File: src/rtl/eag_pkg.sv
package eag_pkg;
  localparam int MODE_W = 4;

  typedef enum logic [MODE_W-1:0] {
    AM_NONE  = 4'd0,
    AM_ZP    = 4'd1,
    AM_ZPX   = 4'd2,
    AM_ZPY   = 4'd3,
    AM_ABS   = 4'd4,
    AM_ABSX  = 4'd5,
    AM_ABSY  = 4'd6,
    AM_REL   = 4'd7,
    AM_IND   = 4'd8,
    AM_PREX  = 4'd9,
    AM_POSTY = 4'd10
  } am_e;
endpackage

File: src/rtl/eag_index_add.sv
// Adds an unsigned index to a base address. WRAP=1 keeps the sum inside
// page zero (carry dropped); WRAP=0 carries into the high byte.
module eag_index_add #(
  parameter int DATA_W = 8,
  parameter bit WRAP   = 1'b0
) (
  input  logic [2*DATA_W-1:0] base,
  input  logic [DATA_W-1:0]   idx,
  output logic [2*DATA_W-1:0] sum
);
  localparam int AW = 2 * DATA_W;

  generate
    if (WRAP) begin : g_page_wrap
      logic [DATA_W-1:0] low_sum;
      logic              unused_base_hi;
      assign unused_base_hi = ^base[AW-1:DATA_W];
      assign low_sum = base[DATA_W-1:0] + idx;
      assign sum     = {{DATA_W{1'b0}}, low_sum};
    end else begin : g_full_carry
      assign sum = base + {{DATA_W{1'b0}}, idx};
    end
  endgenerate
endmodule

File: src/rtl/eag_rel_target.sv
// Branch target: next-instruction address plus sign-extended displacement.
module eag_rel_target #(
  parameter int DATA_W = 8
) (
  input  logic [2*DATA_W-1:0] pc_next,
  input  logic [DATA_W-1:0]   disp,
  output logic [2*DATA_W-1:0] target
);
  assign target = pc_next + {{DATA_W{disp[DATA_W-1]}}, disp};
endmodule

File: src/rtl/eag_ptr_locate.sv
// Locates the two bytes of a pointer for the indirect modes.
module eag_ptr_locate
  import eag_pkg::*;
#(
  parameter int DATA_W = 8
) (
  input  am_e                 mode,
  input  logic [DATA_W-1:0]   op_lo,
  input  logic [DATA_W-1:0]   op_hi,
  input  logic [DATA_W-1:0]   idx_x,
  output logic [2*DATA_W-1:0] lo_addr,
  output logic [2*DATA_W-1:0] hi_addr,
  output logic                used
);
  localparam int AW = 2 * DATA_W;

  logic [DATA_W-1:0] zp_slot;
  logic [AW-1:0]     abs_ptr;

  always_comb begin
    lo_addr = '0;
    hi_addr = '0;
    used    = 1'b0;
    zp_slot = '0;
    abs_ptr = '0;
    case (mode)
      AM_IND: begin
        abs_ptr = {op_hi, op_lo};
        lo_addr = abs_ptr;
        hi_addr = abs_ptr + AW'(1);
        used    = 1'b1;
      end
      AM_PREX: begin
        zp_slot = op_lo + idx_x;
        lo_addr = {{DATA_W{1'b0}}, zp_slot};
        hi_addr = {{DATA_W{1'b0}}, DATA_W'(zp_slot + DATA_W'(1))};
        used    = 1'b1;
      end
      AM_POSTY: begin
        zp_slot = op_lo;
        lo_addr = {{DATA_W{1'b0}}, zp_slot};
        hi_addr = {{DATA_W{1'b0}}, DATA_W'(zp_slot + DATA_W'(1))};
        used    = 1'b1;
      end
      default: ;
    endcase
  end
endmodule

File: src/rtl/op_ea_gen.sv
module op_ea_gen
  import eag_pkg::*;
#(
  parameter int DATA_W = 8
) (
  input  logic                  clk,
  input  logic                  rst,
  input  logic                  in_valid,
  input  logic [MODE_W-1:0]     mode,
  input  logic [DATA_W-1:0]     opnd_lo,
  input  logic [DATA_W-1:0]     opnd_hi,
  input  logic [DATA_W-1:0]     x_reg,
  input  logic [DATA_W-1:0]     y_reg,
  input  logic [2*DATA_W-1:0]   next_pc,
  input  logic [DATA_W-1:0]     ptr_lo_data,
  input  logic [DATA_W-1:0]     ptr_hi_data,
  output logic                  out_valid,
  output logic [2*DATA_W-1:0]   eff_addr,
  output logic [2*DATA_W-1:0]   ptr_lo_addr,
  output logic [2*DATA_W-1:0]   ptr_hi_addr,
  output logic                  ptr_fetch,
  output logic                  no_addr
);
  localparam int AW = 2 * DATA_W;

  am_e mode_e;
  assign mode_e = am_e'(mode);

  // Index selection: Y for the ,Y forms, X otherwise
  logic [DATA_W-1:0] zp_idx, abs_idx;
  assign zp_idx  = (mode_e == AM_ZPY)  ? y_reg : x_reg;
  assign abs_idx = (mode_e == AM_ABSY) ? y_reg : x_reg;

  logic [AW-1:0] zp_sum, abs_sum, post_sum, rel_sum;
  logic [AW-1:0] loc_lo, loc_hi;
  logic          loc_used;

  eag_index_add #(.DATA_W(DATA_W), .WRAP(1'b1)) u_zp_add (
    .base ({{DATA_W{1'b0}}, opnd_lo}),
    .idx  (zp_idx),
    .sum  (zp_sum)
  );

  eag_index_add #(.DATA_W(DATA_W), .WRAP(1'b0)) u_abs_add (
    .base ({opnd_hi, opnd_lo}),
    .idx  (abs_idx),
    .sum  (abs_sum)
  );

  eag_index_add #(.DATA_W(DATA_W), .WRAP(1'b0)) u_post_add (
    .base ({ptr_hi_data, ptr_lo_data}),
    .idx  (y_reg),
    .sum  (post_sum)
  );

  eag_rel_target #(.DATA_W(DATA_W)) u_rel (
    .pc_next (next_pc),
    .disp    (opnd_lo),
    .target  (rel_sum)
  );

  eag_ptr_locate #(.DATA_W(DATA_W)) u_ptr (
    .mode    (mode_e),
    .op_lo   (opnd_lo),
    .op_hi   (opnd_hi),
    .idx_x   (x_reg),
    .lo_addr (loc_lo),
    .hi_addr (loc_hi),
    .used    (loc_used)
  );

  logic [AW-1:0] ea_d;
  logic          none_d;

  always_comb begin
    ea_d   = '0;
    none_d = 1'b0;
    case (mode_e)
      AM_ZP:              ea_d = {{DATA_W{1'b0}}, opnd_lo};
      AM_ZPX, AM_ZPY:     ea_d = zp_sum;
      AM_ABS:             ea_d = {opnd_hi, opnd_lo};
      AM_ABSX, AM_ABSY:   ea_d = abs_sum;
      AM_REL:             ea_d = rel_sum;
      AM_IND, AM_PREX:    ea_d = {ptr_hi_data, ptr_lo_data};
      AM_POSTY:           ea_d = post_sum;
      default:            none_d = 1'b1;
    endcase
  end

  // Registered result stage
  am_e  mode_q;
  logic rst_q;

  always_ff @(posedge clk) begin
    rst_q <= rst;
    if (rst) begin
      out_valid   <= 1'b0;
      eff_addr    <= '0;
      ptr_lo_addr <= '0;
      ptr_hi_addr <= '0;
      ptr_fetch   <= 1'b0;
      no_addr     <= 1'b0;
      mode_q      <= AM_NONE;
    end else begin
      out_valid <= in_valid;
      if (in_valid) begin
        eff_addr    <= ea_d;
        ptr_lo_addr <= loc_lo;
        ptr_hi_addr <= loc_hi;
        ptr_fetch   <= loc_used;
        no_addr     <= none_d;
        mode_q      <= mode_e;
      end
    end
  end

  // Assertions
  assert_valid_follows_R2: assert property (@(posedge clk) disable iff (rst)
    out_valid |-> $past(in_valid));

  assert_hold_idle_R2: assert property (@(posedge clk) disable iff (rst)
    (!rst_q && !$past(in_valid)) |-> ($stable(eff_addr) && $stable(ptr_lo_addr)
                                      && $stable(ptr_hi_addr) && $stable(no_addr)));

  assert_zp_page_R4: assert property (@(posedge clk) disable iff (rst)
    (out_valid && (mode_q == AM_ZP || mode_q == AM_ZPX || mode_q == AM_ZPY))
      |-> (eff_addr[AW-1:DATA_W] == '0));

  assert_rel_reach_R6: assert property (@(posedge clk) disable iff (rst)
    (out_valid && mode_q == AM_REL)
      |-> (AW'(eff_addr - $past(next_pc) + AW'(128)) < AW'(256)));

  assert_ptr_wrap_R8: assert property (@(posedge clk) disable iff (rst)
    (out_valid && (mode_q == AM_PREX || mode_q == AM_POSTY))
      |-> (ptr_hi_addr[AW-1:DATA_W] == '0 && ptr_lo_addr[AW-1:DATA_W] == '0
           && ptr_hi_addr[DATA_W-1:0] == DATA_W'(ptr_lo_addr[DATA_W-1:0] + DATA_W'(1))));

  assert_no_addr_R10: assert property (@(posedge clk) disable iff (rst)
    (out_valid && no_addr) |-> (eff_addr == '0 && !ptr_fetch && ptr_lo_addr == '0));

  assert_fetch_excl_R10: assert property (@(posedge clk) disable iff (rst)
    out_valid |-> !(ptr_fetch && no_addr));
endmodule

File: config.mk
export PLATFORM = sky130hd
export DESIGN_NAME = op_ea_gen
export DESIGN_NICKNAME = d
export VERILOG_FILES = /design/src/rtl/eag_pkg.sv /design/src/rtl/eag_index_add.sv /design/src/rtl/eag_rel_target.sv /design/src/rtl/eag_ptr_locate.sv /design/src/rtl/op_ea_gen.sv
export SDC_FILE = /design/constraint.sdc
export NUM_CORES = 1
export LEC_CHECK = 0
export ABC_AREA = 1
export ABC_CLOCK_PERIOD_IN_PS = 7000
export BUFFER_PORTS_ARGS = -buffer_cell sky130_fd_sc_hd__buf_4
export CAP_MARGIN = 40
export CORE_ASPECT_RATIO = 1.2
export CORE_MARGIN = 2
export CORE_UTILIZATION = 40
export CTS_BUF_LIST = sky130_fd_sc_hd__clkbuf_4
export CTS_CLUSTER_DIAMETER = 50
export DETAILED_ROUTE_END_ITERATION = 16
export PLACE_DENSITY_LB_ADDON = 0.2
export SETUP_SLACK_MARGIN = 0.05
export SLEW_MARGIN = 20
export SYNTH_ARGS = -nofsm -noshare
export SYNTH_HDL_FRONTEND = slang
export SYNTH_SLANG_ARGS = --single-unit
File: constraint.sdc
create_clock -name clk -period 7 [get_ports clk]
set_input_delay 0.7 -clock clk [delete_from_list [all_inputs] [get_ports clk]]
set_output_delay 0.7 -clock clk [all_outputs]
set_load 0.01 [all_outputs]
# Word-level counts from Yosys, hierarchy flattened
# Index checks and enable logic that the tools add are counted.
word_totals:
  regBits: 51
  in_bits: 71
  output_inout_bits: 51
  elab_cells: 36
op_classes:
  n_mux: 7
  reduce_logical: 5
  n_addsub: 8
  eq_ne: 10
op_table:
  columns: ["operator", "count"]
  rows:
  - ["one-hot mux 16 bit (7 select lines)", 1]
  - ["one-hot mux 16 bit (3 select lines)", 2]
  - ["adder 16 x 8 -> 16 bit", 2]
  - ["adder 16 x 1 -> 16 bit (second input constant)", 1]
  - ["adder 16 bit", 1]
  - ["adder 8 x 1 -> 8 bit (second input constant)", 2]
  - ["adder 8 bit", 2]
  - ["equality test 4 x 3 -> 1 bit (second input constant)", 4]
  - ["two-way mux 8 bit", 2]
  - ["equality test 4 bit (second input constant)", 3]
  - ["OR reduction 10 bit", 1]
  - ["equality test 4 x 2 -> 1 bit (second input constant)", 2]
  - ["OR reduction 2 bit", 3]
  - ["equality test 4 x 1 -> 1 bit (second input constant)", 1]
  - ["OR reduction 3 bit", 1]
  - ["two-way mux 1 bit", 2]

# Logic depth before layout (Yosys ltp)
# Gate-level depths: netlist (run 1).
depth:
  depth_word: 4
  mapped_depth: 20
  ltp_nobuf: 20

# By module
# A second synthesis (run 1) with hierarchy kept.
hier_totals:
  cells_unflattened: 1193
  hier_area_um2: 6680.2
by_module_without_submodules:
  columns: ["mod", "area_each_um2", "cells_each", "seq_area_each_um2", "n_inst"]
  rows:
  - ["op_ea_gen", 2788.9, 465, 1021.0, 1]
  - ["eag_ptr_locate", 1217.4, 231, 0.0, 1]
  - ["eag_rel_target", 930.9, 176, 0.0, 1]
  - ["eag_index_add (u_post_add)", 660.6, 126, 0.0, 1]
  - ["eag_index_add (u_abs_add)", 656.9, 126, 0.0, 1]
  - ["eag_index_add (u_zp_add)", 425.4, 69, 0.0, 1]

# Worst setup path after synthesis (run 1)
# OpenSTA, ideal clock, no wires.
synth_path:
  path_kind: "input to register"
  from: "in mode[2]"
  to: "reg eff_addr[12]"
  required_ns: 6.930
  setup_ns: 0.070
  setup_slack_ns: 3.977
  arrival_ns: 2.953
  path_buffers: 1
  stages: 19
  cell_sequence: "inv_1 nor2_1 nand2_1 clkbuf_1 o21ai_0 ha_1 inv_1 fa_1 nor2_1 nand2_1 nand2_1 nand2_1 nand3_1 nand2_1 o21ai_0 nand3_1 nand4_1 nand2_1 a21oi_1"
synth_via:
  elab_chain_len: 4
  elab_cells_between_ends: 16
  cone_classes: "add/sub: 1; eq/ne: 10; mux: 2; reduce/logical: 3"
synth_lines:
  columns: ["item", "line_no", "text"]
  rows:
  - ["from (decl)", "op_ea_gen.sv:9", "input logic [MODE_W-1:0] mode,"]
  - ["equality test 4 x 3 -> 1 bit", "op_ea_gen.sv:32, op_ea_gen.sv:78", null]
  - ["two-way mux 8 bit", "op_ea_gen.sv:32", "assign abs_idx = (mode_e == AM_ABSY) ? y_reg : x_reg;"]
  - ["adder 16 x 8 -> 16 bit", "eag_index_add.sv:21", "assign sum = base + {{DATA_W{1'b0}}, idx};"]
  - ["one-hot mux 16 bit (7 select lines) *", "op_ea_gen.sv:78", "case (mode_e)"]
  - ["to (signal assigned)", "op_ea_gen.sv:98", "eff_addr <= '0;"]
  - ["to (signal assigned)", "op_ea_gen.sv:107", "eff_addr <= ea_d;"]
  - ["to (decl)", "op_ea_gen.sv:18", "output logic [2*DATA_W-1:0] eff_addr,"]
# Every way passes the cells marked *; elsewhere a longest branch is shown, timed or not.
# A chain may end at the register's enable or synchronous reset.

# Worst setup path in the final report (run 1)
# Ends and elaborated chain as after synthesis.

==> results of run 1 <==
[final timing paths]
path / from / end / slack [ps]
worst max-delay path: mode[2] / eff_addr[12]$_SDFFE_PP0P_ / 3720
worst min-delay path: ptr_hi_addr[4]$_SDFFE_PP0P_ / ptr_hi_addr[4]$_SDFFE_PP0P_ / 470
worst max register to register: ptr_hi_addr[10]$_SDFFE_PP0P_ / ptr_hi_addr[10]$_SDFFE_PP0P_ / 6220
worst min register to register: ptr_hi_addr[4]$_SDFFE_PP0P_ / ptr_hi_addr[4]$_SDFFE_PP0P_ / 470
[metal layers]
metal	share of wire, %	up-vias	global-route usage (%)
met4	3.0	0	9.42
met1	43	3058	33.0
li1	-	3503	-
met3	5.7	46	2.82
met2	48	233	45.2
met5	0	-	0
[critical path, cell delays in order]
cell	delay [ps]
buf_4	110
inv_1	40
nor2_1	310
nand2_1	340
o21ai_0	250
ha_1	190
inv_1	50
fa_1	400
nor2_1	120
nand2_1	50
nand2_1	120
nand2_1	60
nand3_1	200
nand2_1	110
o21ai_0	170
nand3_1	100
nand4_1	110
nand2_1	60
a21oi_1	120
[layout by cell type, fill, tap and decap left out, types with 3 or more instances in the layout]
cell type,n
nand2_1,302
buf_4,124
inv_1,121
nand3_1,101
a21oi_1,93
nor2_1,72
o21ai_0,67
dfxtp_1,51
ha_1,49
nand4_1,18
o22ai_1,11
or2_2,9
nand3b_1,7
nor3_1,6
o21bai_1,6
fa_1,5
clkbuf_4,5
nor2_4,4
xor2_1,4
a21o_1,4
o21a_1,4
clkinv_1,3
nor2_2,3
a22oi_1,3
[metrics by stage]
stage / total power, mW / hold WS, ps / utilization, % / instances
global placement: 0.681 / 452 / 47.7 / 1264
global route: 0.883 / 488 / 48.1 / 1273
CTS: 0.822 / 477 / 48.1 / 1273
finish: 0.823 / 474 / 48.1 / 1273
floorplan: 0.553 / 485 / - / 988
detailed placement: 0.684 / 457 / 47.7 / 1265
[logic make-up (layout without fill, tap and decap cells)]
family / count (synthesis) / after routing / synth area share [%]
AO/OA/AOI/OAI: 205 / 205 / 19.5
flip-flops: 51 / 51 / 17.7
adder cells (fa/ha/maj): 54 / 54 / 12.4
AND/OR/NAND/NOR: 526 / 526 / 39.2
buffers and inverters: 146 / 256 / 10.3
XOR/XNOR: 6 / 6 / 0.910
[sequential cells by signal, indices dropped and copies added, names as in the netlist]
signal and count:
no_addr 1, out_valid 1, ptr_hi_addr 16, ptr_fetch 1, ptr_lo_addr 16, eff_addr 16
[final cells by class]
type | count | area [um^2] | share of cell area (%)
multi-input cells | 791 | 4160 | 60.7
flip-flops and latches | 51 | 1020 | 14.9
repair buffers | 124 | 931 | 13.6
inverters | 124 | 465 | 6.80
well taps | 175 | 219 | 3.20
clock buffers | 5 | 37.5 | 0.548
clock inverters | 3 | 15.0 | 0.219
[power by group]
| part | total [mW] | internal [mW] | switching, mW |
|---|---|---|---|
| combinational | 0.377 | 0.140 | 0.238 |
| sequential | 0.306 | 0.300 | 0.00630 |
| clock | 0.140 | 0.0371 | 0.103 |
==> results.cfg, run 1 <==
[clock_tree]
cts_root_buffer = clkbuf_4
h-tree-depth = 2
tritoncts = done
postCtsSetupBuffers = 0
clock-sinks = 51
cts_resized = 0
cts_max_path_buffers = 2
cts_hold_buf = 0
cts_buffers = 5
clk_pin_slew_ps = 160
clk_latency_ps = 380

[routing]
drt_iter0_markers = 498
ant_nets = 0
post_drt_wl_per_cell_um = 15.8
num_vias = 6840
viasPerCell = 5.37
detail_route.drc_violations = 0
routed_wl_mm = 20.1
dr.pass1.iters = 5

[placed_design]
dp_slack_ps = 3350
finalWeightedCongestion = 0.945
dpl_cell_area_um2 = 6790
io_buffers = 121
dpl.hpwl_mm = 16.1

[grt]
grt_pass1_vias = 6458
grt_max_degree = 52
grt.total_usage_pct = 25.9
antenna_found_initial = 0
grt_pass1_wl_mm = 31.9
overflow = 0

[layout]
layout-drive-gt1-share_pct = 14.0
syn_to_final_growth_pct = 18.6
nFillCells = 1592
diodes = 0
nNetsFinal = 1222
fin_area_um2 = 6850

[setup_path]
path_max_fanout = 16
cp-start-kind = input pin
cp_data_arrival_time_ps = 3620
criticalPathCategory = in -> reg
required_ps = 7330
reg2regPathDepth = 4
end_kind = flop

[timing]
rsz0062_at_grt = no
period_share_pct = 46.9
slew_viol_final = 0
fin_worst_skew_ps = 0
layout_setup_ws_ps = 3720
setup_viol = 0
fin_tns_setup_ps = 0
hold_viol = 0
tightest_slew_ps = 745
layout_min_cycle_time_ps = 3280
max_slew_margin_pct = 50.3
fmax_mhz = 305

[synth]
ys_top_cells_by_count = 302 x nand2_1, 121 x inv_1, 101 x nand3_1
synth_most_common_cell = nand2_1
ys_types = 46
synth_seq_cells = 51
synth.yosys.seq_area_share_pct = 17.7
synth_top_area_cell = nand2_1
postSynthAreaPerCell_um2 = 5.84
netlist.area_leader.share_pct = 19.6
synth_area_leaders = nand2_1 20%, dfxtp_1 18%, ha_1 11%
synth.cell_area_um2 = 5770
yosysWarnings = 0
synth-edff-count = 0
ys.flop_type = dfxtp_1
async_reset_ff_share_pct = 0
synth_nets = 1113
syn_inst = 988

[die]
pin_count = 122
coreArea_um2 = 14200
start_util_pct = 40.6
die_x_um = 114
fp.dieH_um = 136
die_area_um2 = 15400
core.rowCount = 48

[power_and_ir_drop]
powerDensity_nw_per_um2 = 120
p_leak_nw = 3.36
ir_drop_mv = 0.0605

[run_status]
status = completed

[worst_hold_path]
whs_path_depth = 2
min_path_type = reg -> reg

[flow_run]
cap_violations = 0
(Power assumes the default switching activity.)
==> run 2, diff against run 1 <==
--- a/config.mk
+++ b/config.mk
@@ -6,7 +6,7 @@
 export NUM_CORES = 1
 export LEC_CHECK = 0
 export ABC_AREA = 1
-export ABC_CLOCK_PERIOD_IN_PS = 7000
+export ABC_CLOCK_PERIOD_IN_PS = 2900
 export BUFFER_PORTS_ARGS = -buffer_cell sky130_fd_sc_hd__buf_4
 export CAP_MARGIN = 40
 export CORE_ASPECT_RATIO = 1.2
==> constraint.sdc (replaced) <==
create_clock -name clk -period 2.9 [get_ports clk]
set_input_delay 0.29 -clock clk [delete_from_list [all_inputs] [get_ports clk]]
set_output_delay 0.29 -clock clk [all_outputs]
set_load 0.01 [all_outputs]
==> results.cfg, run 2 (synthesis results as in run 1) <==
[clock_tree]
clock-sinks = 51
cts_root_buffer = clkbuf_4
cts_max_path_buffers = 2
clk_pin_slew_ps = 160
clk_latency_ps = 390
cts_buffers = 5
cts_hold_buf = 0
postCtsSetupBuffers = 0
tritoncts = done
h-tree-depth = 2
cts_resized = 0

[timing]
fmax_mhz = 399
fin_worst_skew_ps = 0
rsz0062_at_grt = no
hold_viol = 0
period_share_pct = 86.3
hold_ws_ps = 167
setup_viol = 0
fin_tns_setup_ps = 0
slew_viol_final = 0
max_slew_margin_pct = 60.7
layout_min_cycle_time_ps = 2500
tightest_slew_ps = 584

[worst_hold_path]
min_path_type = in -> reg
worstHoldStart = opnd_hi[4]

[setup_path]
path_max_fanout = 7
critPathTopFamily = simple AND/OR/NAND/NOR gates
r2r-start = ptr_hi_addr[15]$_SDFFE_PP0P_
path_cells = buf_4, inv_2, nor2_4, nand2_1, o21ai_0, ha_1, inv_1, fa_1, nor2_1, nand2_1, nand2_1, nand2_1, nand3_1, nand2_1, o21ai_0, nand3_1, nand4_1, nand2_1, a21oi_1
crit_path_max_incr_delay_ps = 400
end_kind = flop
required_ps = 3240
cp-start-kind = input pin
critPathMostFrequentCell = nand2_1
cp_data_arrival_time_ps = 2840
criticalPathCategory = in -> reg
worst-path-buf-inv = 3
crit_path_start = mode[1]
crit_path_top_delay_cell = fa_1

[die]
pin_count = 122
fp.dieH_um = 136
start_util_pct = 40.6
die_x_um = 114
coreArea_um2 = 14200
core.rowCount = 48
die_area_um2 = 15400

[power_and_ir_drop]
power_mw = 2.00
ir_drop_mv = 0.153
p_leak_nw = 3.41
powerDensity_nw_per_um2 = 289

[layout]
final_common_cell = nand2_1
layout-drive-gt1-share_pct = 14.8
nNetsFinal = 1230
final_cell_mix = 302 x nand2_1, 132 x buf_4, 121 x inv_1, 101 x nand3_1, 93 x a21oi_1
syn_to_final_growth_pct = 19.7
utilization_pct = 48.5
diodes = 0
top_regs = eff_addr (16), ptr_hi_addr (16), ptr_lo_addr (16)

[grt]
grt_max_degree = 51
grt.total_usage_pct = 25.7
grt_pass1_vias = 6408
overflow = 0
grt_pass1_wl_mm = 31.8
antenna_found_initial = 0

[placed_design]
dpl.hpwl_mm = 16.4
io_buffers = 121
finalWeightedCongestion = 0.928

[routing]
ant_nets = 0
dr.pass1.iters = 7
drt_iter0_markers = 487
num_vias = 6853
post_drt_wl_per_cell_um = 15.6
detail_route.drc_violations = 0
viasPerCell = 5.35
routed_wl_mm = 20.0

[run_status]
status = completed

[flow_run]
cap_violations = 0
## run 2: power breakdown
part,switching [mW],internal (mW),total [mW]
Sequential,0.0147,0.723,0.738
Clock,0.252,0.0956,0.348
Combinational,0.568,0.342,0.910
## run 2: per-layer routing
layer	wire length [um]	track usage (%)	vias to the layer above
met5	0	0	-
met3	892	2.91	45
met4	699	8.88	0
li1	-	-	3507
met2	9730	46.4	199
met1	8650	31.4	3102
## run 2: worst paths after layout
path	endpoint	slack, ps	depth (start not counted)
worst min-delay path	ptr_lo_addr[12]$_SDFFE_PP0P_	170	3
worst max-delay path	eff_addr[12]$_SDFFE_PP0P_	400	19
worst min register to register	ptr_lo_addr[4]$_SDFFE_PP0P_	470	2
worst max register to register	ptr_hi_addr[15]$_SDFFE_PP0P_	2150	4
## run 2: tightest hold or removal path, delay by kind of cell
kind	cells	cell delay [ps]
AOI/OAI and AO/OA	1	50
buffers and inverters	1	130
and+or+nand+nor	1	60
## run 2: cell type report
class	count	area (um^2)
Sequential cell	51	1020
Clock inverter	3	18.8
Multi-Input combinational cell	791	4160
Tap cell	175	219
Clock buffer	5	37.5
Timing Repair Buffer	132	991
Fill cell	1587	7320
Inverter	124	465
## run 2: metrics by stage
step	instances	setup WS, ps	cell area [um^2]
after CTS	1281	475	6910
final	1281	396	6910
after floorplan	988	287	5770
after global placement	1273	122	6850
after detailed placement	1273	35.3	6850
after global routing	1281	236	6910
==> run 3, diff against run 2 <==
--- a/config.mk
+++ b/config.mk
@@ -15,8 +15,10 @@
 export CTS_BUF_LIST = sky130_fd_sc_hd__clkbuf_4
 export CTS_CLUSTER_DIAMETER = 50
 export DETAILED_ROUTE_END_ITERATION = 16
+export GPL_TIMING_DRIVEN = 0
 export PLACE_DENSITY_LB_ADDON = 0.2
 export SETUP_SLACK_MARGIN = 0.05
+export SKIP_CTS_REPAIR_TIMING = 1
 export SLEW_MARGIN = 20
 export SYNTH_ARGS = -nofsm -noshare
 export SYNTH_HDL_FRONTEND = slang
==> results.cfg, run 3 (synthesis results as in run 1) <==
[setup_path]
cp_data_arrival_time_ps = 2870
cp-start-kind = input pin
required_ps = 3170
end_kind = flop
path_max_fanout = 10
criticalPathCategory = in -> reg

[timing]
fmax_mhz = 385
layout_setup_ws_ps = 301
fin_tns_setup_ps = 0
rsz0062_at_grt = no
fin_worst_skew_ps = 0
max_slew_margin_pct = 49.9
tightest_slew_ps = 751
setup_viol = 0
layout_min_cycle_time_ps = 2600
slew_viol_final = 0
hold_viol = 0
period_share_pct = 89.6

[grt]
overflow = 0
grt_max_degree = 16
grt.total_usage_pct = 26.3
grt_pass1_wl_mm = 32.3
grt_pass1_vias = 6578
antenna_found_initial = 0

[routing]
num_vias = 6954
routed_wl_mm = 20.4
drt_iter0_markers = 509
post_drt_wl_per_cell_um = 15.8
dr_wl_met3_mm = 1.25
dr.pass1.iters = 6
wl_met2_mm = 10.1
detail_route.drc_violations = 0
viasPerCell = 5.39
top_layer = met4
met1_length_mm = 8.42
ant_nets = 0

[layout]
top_regs = eff_addr (16), ptr_hi_addr (16), ptr_lo_addr (16)
nNetsFinal = 1240
fin_area_um2 = 6970
layout-drive-gt1-share_pct = 15.0
ff_latch_area_um2 = 1020
final_cell_mix = 301 x nand2_1, 121 x inv_1, 121 x buf_4, 99 x nand3_1, 93 x a21oi_1
multi_input_area_um2 = 4180
final_common_cell = nand2_1
syn_to_final_growth_pct = 20.7
stdcell_count = 1290
diodes = 0
nFillCells = 1581

[clock_tree]
tritoncts = done
cts_root_buffer = clkbuf_4
cts_max_path_buffers = 2
clk_latency_ps = 400
clock-sinks = 51
h-tree-depth = 2
clk_pin_slew_ps = 140
cts_buffers = 5

[placed_design]
dp.cells = 1282
dp_slack_ps = -513
dpl.hpwl_mm = 17.0
io_buffers = 119
dpl_cell_area_um2 = 6890
finalWeightedCongestion = 0.918

[flow_run]
cap_violations = 0

[die]
fp.dieH_um = 136
coreArea_um2 = 14200
pin_count = 122
core.rowCount = 48
die_area_um2 = 15400
start_util_pct = 40.6
die_x_um = 114

[power_and_ir_drop]
powerDensity_nw_per_um2 = 286
ir_drop_mv = 0.177
p_leak_nw = 3.43
power_mw = 1.99

[run_status]
status = completed

[worst_hold_path]
min_path_type = in -> reg
==> run 3: power breakdown <==
part           switching [mW]  leakage [nW]  internal [mW]
Clock                   0.239        0.0310         0.0906
Sequential             0.0149         0.414          0.723
Combinational           0.578          2.98          0.346
Total                   0.832          3.43           1.16
==> run 3: through the flow <==
stage          hold WS (ps)  util, %
2_1_floorplan           434        -
3_3_place_gp            454     48.4
3_5_place_dp            456     48.4
4_1_cts                 110     48.7
5_1_grt                 108     48.9
6_report                116     48.9
==> run 3: worst paths after layout <==
kind	start	endpoint	slack (ps)	depth (start not counted)
max	mode[3]	eff_addr[7]$_SDFFE_PP0P_	300	15
min	rst	eff_addr[13]$_SDFFE_PP0P_	120	2
max reg2reg	ptr_hi_addr[15]$_SDFFE_PP0P_	ptr_hi_addr[15]$_SDFFE_PP0P_	2100	4
min reg2reg	ptr_lo_addr[3]$_SDFFE_PP0P_	ptr_lo_addr[3]$_SDFFE_PP0P_	480	2
==> run 3: worst max-delay path: stages <==
cell and delay, ps:
buf_4 130, nor2_1 230, nand3_2 200, clkbuf_2 220, o21ai_0 290, ha_1 350, a21oi_1 200, o21ai_0 100
a21oi_1 150, inv_1 70, or2_2 290, nand3_1 110, nand4_1 100, nand2_1 70, a21oi_1 70
==> run 3: routing by layer <==
metal,global-route usage [%],vias to the layer above
met5,0,-
met4,8.74,0
met3,2.68,39
met2,48.6,238
met1,31.7,3129
li1,-,3548
==> run 3: layout make-up <==
class | instances | area share, %
buffer | 22 | 1.90
timing repair buffer | 120 | 12.9
tap | 175 | 3.14
multi-input combinational | 791 | 59.9
inverter | 124 | 6.68
clock buffer | 5 | 0.539
clock inverter | 2 | 0.198
sequential | 51 | 14.7
